==> config.mk <==
export PLATFORM = sky130hd
export DESIGN_NAME = prbs7_word_pred
export DESIGN_NICKNAME = d
export VERILOG_FILES = /design/src/rtl/prbs7_chk_pkg.sv /design/src/rtl/prbs7_word_pred.sv
export SDC_FILE = /design/constraint.sdc
export NUM_CORES = 1
export LEC_CHECK = 0
export BUFFER_PORTS_ARGS = -buffer_cell sky130_fd_sc_hd__buf_4
export CAP_MARGIN = 20
export CORE_MARGIN = 2
export CORE_UTILIZATION = 29
export DETAILED_ROUTE_END_ITERATION = 10
export PLACE_DENSITY = 0.72
export SLEW_MARGIN = 30
export SYNTH_ARGS = -nofsm -noshare
export SYNTH_HDL_FRONTEND = slang
export SYNTH_SLANG_ARGS = --single-unit
==> constraint.sdc <==
create_clock -name vclk -period 2.2
set_clock_uncertainty 0.1 [all_clocks]
set_input_delay 0.33 -clock vclk [all_inputs]
set_output_delay 0.33 -clock vclk [all_outputs]
set_load 0.02 [all_outputs]
==> src/rtl/prbs7_chk_pkg.sv <==
package prbs7_chk_pkg;

    localparam int PRBS_LEN = 7;
    localparam int PRBS_TAP = 6;

    typedef enum logic [1:0] {
        PH_IDLE = 2'd0,
        PH_SEED = 2'd1,
        PH_RUN  = 2'd2
    } phase_e;

    typedef struct packed {
        phase_e                phase;
        logic [PRBS_LEN-1:0]   lfsr;
        logic                  err_flag;
        logic                  any_err;
        logic                  result;
    } chk_state_t;

endpackage

==> src/rtl/prbs7_word_pred.sv <==
// Predicts one payload word of the PRBS stream from the last PRBS_LEN bits
// seen, bit WORD_W-1 first in time; also returns the state for the next word.
module prbs7_word_pred
    import prbs7_chk_pkg::*;
#(
    parameter int WORD_W = 24
) (
    input  logic [PRBS_LEN-1:0] state_i,
    output logic [WORD_W-1:0]   word_o,
    output logic [PRBS_LEN-1:0] next_o
);

    logic [PRBS_LEN-1:0] hist;
    logic                nbit;

    always_comb begin
        hist   = state_i;
        nbit   = 1'b0;
        word_o = '0;
        for (int i = WORD_W - 1; i >= 0; i--) begin
            // hist[PRBS_LEN-1] is seven bits back, hist[PRBS_TAP-1] six back
            nbit      = hist[PRBS_LEN-1] ^ hist[PRBS_TAP-1];
            word_o[i] = nbit;
            hist      = {hist[PRBS_LEN-2:0], nbit};
        end
        next_o = hist;
    end

endmodule

==> summary.txt, run 1 <==
Final layout
  – Share of cells above drive strength 1: 0.621
  – ANT cells: 0
  – Syn-to-layout area delta: 54.1%
  – Clock buffer cells: 0
  – NumNets Final: 75
  – Core Util, Final: 0.466
  – Seq Cell Count: 0
  – Reg area: 0 um^2

Job
  – Maxcap violations: 0

Run status
  – Status: finished clean

Timing
  – Max_slew headroom: 0.784
  – Worst-margin pin slew: 0.323 ns
  – Final Hold Vio Count: 0
  – Setup_tns: 0 ns
  – Fin. max-slew vios: 0
  – Crit path time final: 1.72 ns
  – Finish-stage setup viols: 0
  – Hold Worst Slack: 0.913 ns
  – Fmax achieved: 583 MHz
  – Fin crit share: 0.780
  – RSZ-0062 raised after global routing: no

Placed design
  – Final GP Congestion: 0.588
  – DP HPWL: 709 um
  – Port bufs: 38

Synth
  – Fraction of the yosys area taken by sequential cells: 0
  – Cell count after synthesis: 42
  – Synth Cell Area: 384 um^2
  – Syn_nets: 49
  – Warnings from Yosys: 0
  – Mean post-synth cell area: 9.15 um^2
  – Synth unique cells: 9

Die
  – Die W: 40.4 um
  – Starting density of the core: 0.303
  – Die height: 40.4 um
  – Area of the core: 0.00127 mm^2
  – Num rows: 13
  – IO Pins: 38
  – Die area: 0.00163 mm^2

Drt
  – Via Count: 320
  – TritonRoute pass-1 iters: 1
  – DRT iter0 DRCs: 0
  – DR WL/cell: 9.89 um
  – Final ANT Viol Nets: 0
  – Drt drc: 0
  – Avg Vias per Cell: 3.95
  – Routed wire length: 801 um

Setup path
  – Slowest-stage cell, CP: xnor3_1
  – Crit. End Element: output port
  – Worst Path Buf+Inv: 2
  – Critical Path RT: 1.77 ns
  – Setup Crit Path Kind: in -> out
  – Worst path max stage delay: 0.37 ns
  – CP most frequent cell: buf_4
  – Crit start category: primary input
  – Crit path DAT: 1.29 ns
  – Critical path cell sequence: buf_4 -> xnor2_4 -> xnor3_1 -> buf_4
  – Crit Path Max Fanout: 5
  – Worst path top cell family by delay: XOR/XNOR gates

Pwr
  – Logic pwr share: 1.000
  – Leakage: 0.302 nW
  – Peak supply drop: 0.159 mV
  – Sw Share: 0.557
  – Psw: 0.187 mW
  – PD cells: 567 mW/mm^2
  – Total power draw: 0.336 mW
  – Int Pwr: 0.149 mW
  – Clock power share: 0
  – Sequential share of power: 0

Clocking
  – Post-CTS setup buffers: 0
  – Hold buffer count at cts: 0
  – Resized cells post-CTS: 0

GRT
  – Number of global-route vias before repair: 238
  – Initial antenna violation count: 0
  – GRT Util Overall: 0.0940
  – First-pass GRT wire length: 1080 um
  – Largest net degree at the start of global routing: 8
  – Gr ovfl total: 0

Worst hold path
  – HP Class: in -> out
==> metal layers <==
layer  share of wire  track usage  wire length [um]
met1            0.38        0.130               307
met3            0.13      0.00556               108
met5               0            0                 0
met4               0            0                 0
met2            0.48        0.167               386
==> final cells by class <==
class	count	area, um^2
fillers	139	677
inverters	1	3.75
multi-input cells	27	284
well taps	15	18.8
repair buffers	38	285
==> power groups by stage <==
stage	combinational [mW]	clock, mW	sequential, mW
after floorplan	0.231	0	0
after global placement	0.337	0	0
after detailed placement	0.340	0	0
after CTS	0.340	0	0
after global routing	0.359	0	0
final	0.336	0	0
==> cell usage in the layout (no fill, tap or decap), drive strengths merged <==
master  instances
xnor3           1
inv             1
xnor2          10
xor2           16
buf            38
==> stage by stage <==
stage	cell area [um^2]	cells	setup slack [ns]
after global routing	592	81	0.425
final	592	81	0.485
after CTS	592	81	0.474
after floorplan	384	42	0.155
after detailed placement	592	81	0.479
after global placement	592	81	0.487
==> synth_stat cells <==
cell | instances | area share
xor2_1 | 14 | 0.32
xnor2_1 | 9 | 0.21
buf_4 | 8 | 0.16
buf_2 | 5 | 0.065
xor2_2 | 2 | 0.085
buf_6 | 1 | 0.029
inv_1 | 1 | 0.0098
xnor2_4 | 1 | 0.072
xnor3_1 | 1 | 0.059
==> path summary, 6_finish.rpt <==
kind / startpoint / endpoint / slack (ns) / depth (start not counted)
worst max-delay path: state_i[5] / next_o[5] / 0.48 / 4
worst min-delay path: state_i[3] / word_o[13] / 0.91 / 3
==> cells by family after synthesis <==
family                    synth area share
xor gates and xnor gates             0.739
buffers and inverters                0.261
No activity file was read; power rests on OpenSTA's default activity.
==> run 2: changes to the inputs <==
--- a/config.mk
+++ b/config.mk
@@ -5,12 +5,13 @@
 export SDC_FILE = /design/constraint.sdc
 export NUM_CORES = 1
 export LEC_CHECK = 0
+export ABC_AREA = 1
 export BUFFER_PORTS_ARGS = -buffer_cell sky130_fd_sc_hd__buf_4
 export CAP_MARGIN = 20
 export CORE_MARGIN = 2
 export CORE_UTILIZATION = 29
 export DETAILED_ROUTE_END_ITERATION = 10
-export PLACE_DENSITY = 0.72
+export PLACE_DENSITY = 0.67
 export SLEW_MARGIN = 30
 export SYNTH_ARGS = -nofsm -noshare
 export SYNTH_HDL_FRONTEND = slang
==> constraint.sdc (replaced) <==
create_clock -name vclk -period 1.6
set_clock_uncertainty 0.1 [all_clocks]
set_input_delay 0.24 -clock vclk [all_inputs]
set_output_delay 0.24 -clock vclk [all_outputs]
set_load 0.02 [all_outputs]
==> run 2 against run 1 <==
Via count increased by 110%. First-iteration DRC count up 9. Critical path type unchanged. Final area up 28%. Worst hold slack got worse by 0.16 ns. Core utilization up 2.5 points. Total power grew 38%.
==> summary.txt, run 2 <==
Drt
  – Routed wire length: 1370 um (+71%)
  – Avg Vias per Cell: 4.22 (+6.9%)
  – Via Count: 659 (+110%)
  – Final ANT Viol Nets: 0 (unchanged)
  – Drt drc: 0 (unchanged)
  – TritonRoute pass-1 iters: 4 (+3)
  – DR WL/cell: 8.76 um (-11%)
  – DRT iter0 DRCs: 9 (+9)

Placed design
  – Placement Setup Slack: 0.0862 ns (-0.393 ns)
  – Port bufs: 38 (unchanged)
  – Cell area after placement: 746 um^2 (+26%)
  – Final GP Congestion: 0.780 (+33%)
  – DP HPWL: 1240 um (+74%)

Setup path
  – Setup Crit Path Kind: in -> out
  – Critical Path RT: 1.26 ns (-0.51 ns)
  – Crit start category: primary input
  – Crit Path Max Fanout: 5 (unchanged)
  – Crit. End Element: output port
  – Crit path DAT: 1.13 ns (-0.16 ns)

Final layout
  – Leading cell type in the layout, fill and taps excluded: nand2_1
  – Footprint of the multi-input gates: 397 um^2 (+40%)
  – Seq Cell Count: 0 (unchanged)
  – ANT cells: 0 (unchanged)
  – Fill cells: 184 (+32%)
  – Final non-filler cell area: 758 um^2 (+28%)
  – Syn-to-layout area delta: 53.8%
  – Most frequent cells in the layout: nand2_1, buf_4, nand2_2, inv_2, inv_1
  – Clock buffer cells: 0 (unchanged)
  – Share of cells above drive strength 1: 0.436 (-0.185)
  – Reg area: 0 um^2 (unchanged)
  – NumNets Final: 149 (+99%)
  – Core Util, Final: 0.492 (+0.0254)

GRT
  – Number of global-route vias before repair: 537 (+130%)
  – GRT Max-Usage Layer: met2
  – Largest net degree at the start of global routing: 7 (-1)
  – Gr ovfl total: 0 (unchanged)
  – First-pass GRT wire length: 2250 um (+110%)
  – Met3 Track Usage GR: 0 (-0.00556)
  – GRT Util Overall: 0.136 (+0.0423)
  – Grt met2 use: 0.249 (+0.0819)
  – Grt met1 use: 0.190 (+0.0602)
  – Initial antenna violation count: 0 (unchanged)

Synth
  – Post-synth top area share: 0.556 (+0.237)
  – Synth unique cells: 9 (unchanged)
  – Top post-synthesis cells by count: nand2_1, nand2_2, buf_4
  – Syn_nets: 116 (+140%)
  – Warnings from Yosys: 0 (unchanged)
  – Synth area leader: nand2_1
  – Mean post-synth cell area: 4.52 um^2 (-51%)
  – Top-count cell post-synth: nand2_1
  – Synth Cell Area: 493 um^2 (+28%)
  – Fraction of the yosys area taken by sequential cells: 0 (unchanged)
  – Synth area leaders: nand2_1, buf_4, nand2_2
  – Cell count after synthesis: 109 (+160%)

Die
  – Die height: 45.2 um (+12%)
  – Area of the core: 0.00154 mm^2 (+21%)
  – IO Pins: 38 (unchanged)
  – Starting density of the core: 0.320 (+0.0170)
  – Die W: 45.2 um (+12%)
  – Die area: 0.00205 mm^2 (+25%)
  – Num rows: 14 (+1)

Timing
  – Max_slew headroom: 0.851 (+0.0671)
  – Crit path time final: 1.47 ns
  – Fmax achieved: 678 MHz
  – Fin. max-slew vios: 0 (unchanged)
  – Finish-stage setup viols: 0 (unchanged)
  – Final worst slack: 0.126 ns (-0.359 ns)
  – Worst-margin pin slew: 0.223 ns (-0.100 ns)
  – Final Hold Vio Count: 0 (unchanged)
  – Fin crit share: 0.921
  – Hold Worst Slack: 0.752 ns (-0.161 ns)

Pwr
  – Total power draw: 0.462 mW (+38%)
  – Peak supply drop: 0.176 mV (+10%)
  – Leakage: 0.499 nW (+65%)
  – PD cells: 610 mW/mm^2 (+7.5%)

Worst hold path
  – HP Class: in -> out
  – Hold_sp: state_i[3]
  – Hold depth: 3 (unchanged)
  – Hold Crit Endpoint: word_o[15]

Clocking
  – Post-CTS setup buffers: 0 (unchanged)

Run status
  – Status: finished clean

Job
  – Maxcap violations: 0 (unchanged)
## run 2: critical path, cell delays in order
cell and delay (ns):
buf_4 0.13, inv_1 0.11, nand2_1 0.08, nand2_2 0.10, nand2_1 0.06, nand2_1 0.10
inv_2 0.05, nand2_1 0.05, nand2_1 0.06, buf_4 0.15
## run 2: repair_timing
action / in CTS / in global routing
setup endpoints to repair: 0 / 6
hold buffers: 0 / 0
gates resized for setup: 0 / 5
## run 2: how the worst max path moves through the flow
stage	startpoint	to	cells past startpoint
after floorplan	state_i[4]	word_o[1]	9
after global placement	state_i[1]	word_o[0]	10
after detailed placement	state_i[1]	word_o[0]	10
after CTS	state_i[1]	word_o[0]	10
after global routing	state_i[1]	word_o[0]	10
final	state_i[1]	word_o[0]	10
## run 2: logic make-up (layout without fill, tap and decap cells)
kind of cell / after synthesis / after routing / share of synthesized area
simple gates: 84 / 84 / 0.708
xor+xnor: 4 / 4 / 0.0711
buf+inv: 21 / 52 / 0.221
## run 2: metrics by stage
| stage | setup TNS [ns] | std cells |
|---|---|---|
| floorplan | 0 | 109 |
| global placement | 0 | 156 |
| detailed placement | 0 | 156 |
| CTS | 0 | 156 |
| global route | -0.0204 | 156 |
| finish | 0 | 156 |
## run 2: per-layer routing
layer  routed length (um)  vias up
met5                    0        -
met3                   97        0
met2                  677       21
met1                  591      266
li1                     -      372
met4                    0        0
## run 2: area by class of cell
cell class / instances / area share
Inverter: 13 / 0.0644
Multi-Input combinational cell: 88 / 0.523
Tap cell: 16 / 0.0264
Timing Repair Buffer: 39 / 0.386
## run 2: power by group
part / internal, mW / switching (mW)
clock network: 0 / 0
logic: 0.184 / 0.278
registers: 0 / 0
total: 0.184 / 0.278
==> run 3: changes to the inputs <==
--- a/config.mk
+++ b/config.mk
@@ -7,11 +7,11 @@
 export LEC_CHECK = 0
 export ABC_AREA = 1
 export BUFFER_PORTS_ARGS = -buffer_cell sky130_fd_sc_hd__buf_4
-export CAP_MARGIN = 20
+export CAP_MARGIN = 15
 export CORE_MARGIN = 2
 export CORE_UTILIZATION = 29
 export DETAILED_ROUTE_END_ITERATION = 10
-export PLACE_DENSITY = 0.67
+export PLACE_DENSITY = 0.69
 export SLEW_MARGIN = 30
 export SYNTH_ARGS = -nofsm -noshare
 export SYNTH_HDL_FRONTEND = slang
==> run 3 against run 2 <==
Critical path depth stayed put. Cell count is 0.64% lower. Maximum frequency is 0.67% lower. Flip-flop and latch count stayed put. Critical path type unchanged. Largest cell class unchanged. Largest power group unchanged.
==> summary.txt, run 3 (synthesis gave the netlist of run 2 again) <==
Run status
  – Status: finished clean

Job
  – Maxcap violations: 0 (unchanged)

Final layout
  – Fill cells: 180 (-2.2%)
  – Syn-to-layout area delta: 51.8%
  – NumNets Final: 148 (-0.67%)
  – Reg area: 0 um^2 (unchanged)
  – Leading cell type in the layout, fill and taps excluded: nand2_1
  – Seq Cell Count: 0 (unchanged)
  – Clock buffer cells: 0 (unchanged)
  – ANT cells: 0 (unchanged)
  – Most frequent cells in the layout: nand2_1, buf_4, nand2_2, inv_2, inv_1
  – Share of cells above drive strength 1: 0.424 (-0.0113)
  – Footprint of the multi-input gates: 394 um^2 (-0.63%)

GRT
  – First-pass GRT wire length: 2200 um (-2.1%)
  – Number of global-route vias before repair: 523 (-2.6%)
  – Initial antenna violation count: 0 (unchanged)
  – Gr ovfl total: 0 (unchanged)
  – GRT Util Overall: 0.135 (-0.00163)
  – Largest net degree at the start of global routing: 7 (unchanged)

Pwr
  – PD cells: 616 mW/mm^2 (+0.98%)
  – Leakage: 0.494 nW (-0.97%)
  – Peak supply drop: 0.190 mV (+7.8%)

Timing
  – Worst-margin pin slew: 0.216 ns (-0.00689 ns)
  – Max_slew headroom: 0.856 (+0.00461)
  – Fin. max-slew vios: 0 (unchanged)
  – Fin crit share: 0.928 (+0.00623)
  – Finish-stage setup viols: 0 (unchanged)
  – RSZ-0062 raised after global routing: no
  – Final Hold Vio Count: 0 (unchanged)
  – Setup_tns: 0 ns (unchanged)
  – Hold Worst Slack: 0.749 ns (-0.00330 ns)
  – Crit path time final: 1.48 ns (+0.00997 ns)
  – Fmax achieved: 674 MHz (-0.67%)

Drt
  – Final ANT Viol Nets: 0 (unchanged)
  – Max layer used: met3
  – Met3 routed WL: 99 um (+2.1%)
  – TritonRoute pass-1 iters: 4 (unchanged)
  – DR WL/cell: 9.10 um (+4.0%)
  – Routed wl met2: 714 um (+5.5%)
  – DRT iter0 DRCs: 6 (-3)
  – Via Count: 678 (+2.9%)
  – Met1 WL: 597 um (+1.0%)
  – Avg Vias per Cell: 4.37 (+3.5%)
  – Drt drc: 0 (unchanged)
  – Routed wire length: 1410 um (+3.3%)

Setup path
  – Slowest-stage cell, CP: buf_4
  – Crit Path Max Fanout: 5 (unchanged)
  – Crit path DAT: 1.14 ns (about the same)
  – Crit start category: primary input
  – Critical path cell sequence: buf_4 -> inv_1 -> nand2_1 -> nand2_2 -> nand2_1 -> nand2_2 -> inv_2 -> nand2_1 -> nand2_1 -> buf_4
  – Worst Path Buf+Inv: 4 (unchanged)
  – Crit. End Element: output port
  – CP most frequent cell: nand2_1
  – Setup Crit Path Kind: in -> out
  – Critical Path RT: 1.26 ns (about the same)
  – Worst path top cell family by delay: buffers and inverters
  – Worst path max stage delay: 0.16 ns (about the same)

Placed design
  – Port bufs: 38 (unchanged)
  – Final GP Congestion: 0.845 (+8.3%)
  – DP HPWL: 1220 um (-0.94%)

Die
  – Area of the core: 0.00154 mm^2 (unchanged)
  – Die area: 0.00205 mm^2 (unchanged)
  – Num rows: 14 (unchanged)
  – Die height: 45.2 um (unchanged)
  – Die W: 45.2 um (unchanged)
  – Starting density of the core: 0.320 (unchanged)
  – IO Pins: 38 (unchanged)

Clocking
  – Post-CTS setup buffers: 0 (unchanged)

Worst hold path
  – HP Class: in -> out
-- run 3: changes by cell type in the layout (fill, tap and decap cells not counted), sizes merged --
cell	delta
buf	-1
-- run 3: worst min-delay path, cell delays in order --
cell    delay, ns
buf_4        0.12
xor2_1       0.09
buf_4        0.16
-- run 3: worst paths after layout --
kind                       start         end  cells past startpoint
worst max-delay path  state_i[1]   word_o[1]                     10
worst min-delay path  state_i[3]  word_o[15]                      3
-- run 3: where the power goes --
part	switching (mW)	internal (mW)
Sequential	0	0
Combinational	0.279	0.181
Clock	0	0
-- run 3: layout make-up --
| type | count | area share |
|---|---|---|
| well taps | 16 | 0.0268 |
| multi-input cells | 88 | 0.527 |
| repair buffers | 38 | 0.381 |
| inverters | 13 | 0.0652 |
-- run 3: routing by layer --
layer / GRT usage / vias to the layer above
met3: 0 / 0
li1: - / 370
met2: 0.246 / 22
met1: 0.188 / 286
met4: 0 / 0
met5: 0 / -
-- run 3: repair_timing --
item / 4_1_cts / 5_1_grt
gates resized for setup: 0 / 4
endpoints found under the setup margin: 0 / 3
hold buffers: 0 / 0
-- run 3: per-stage QoR --
stage / instance area (um^2) / power (mW) / utilization / setup slack, ns / instances
2_1_floorplan: 493 / 0.307 / - / 0.0517 / 109
3_3_place_gp: 738 / 0.456 / 0.479 / 0.121 / 155
3_5_place_dp: 738 / 0.461 / 0.479 / 0.0900 / 155
4_1_cts: 738 / 0.462 / 0.479 / 0.0887 / 155
5_1_grt: 748 / 0.498 / 0.485 / 0.00139 / 155
6_report: 748 / 0.461 / 0.485 / 0.116 / 155
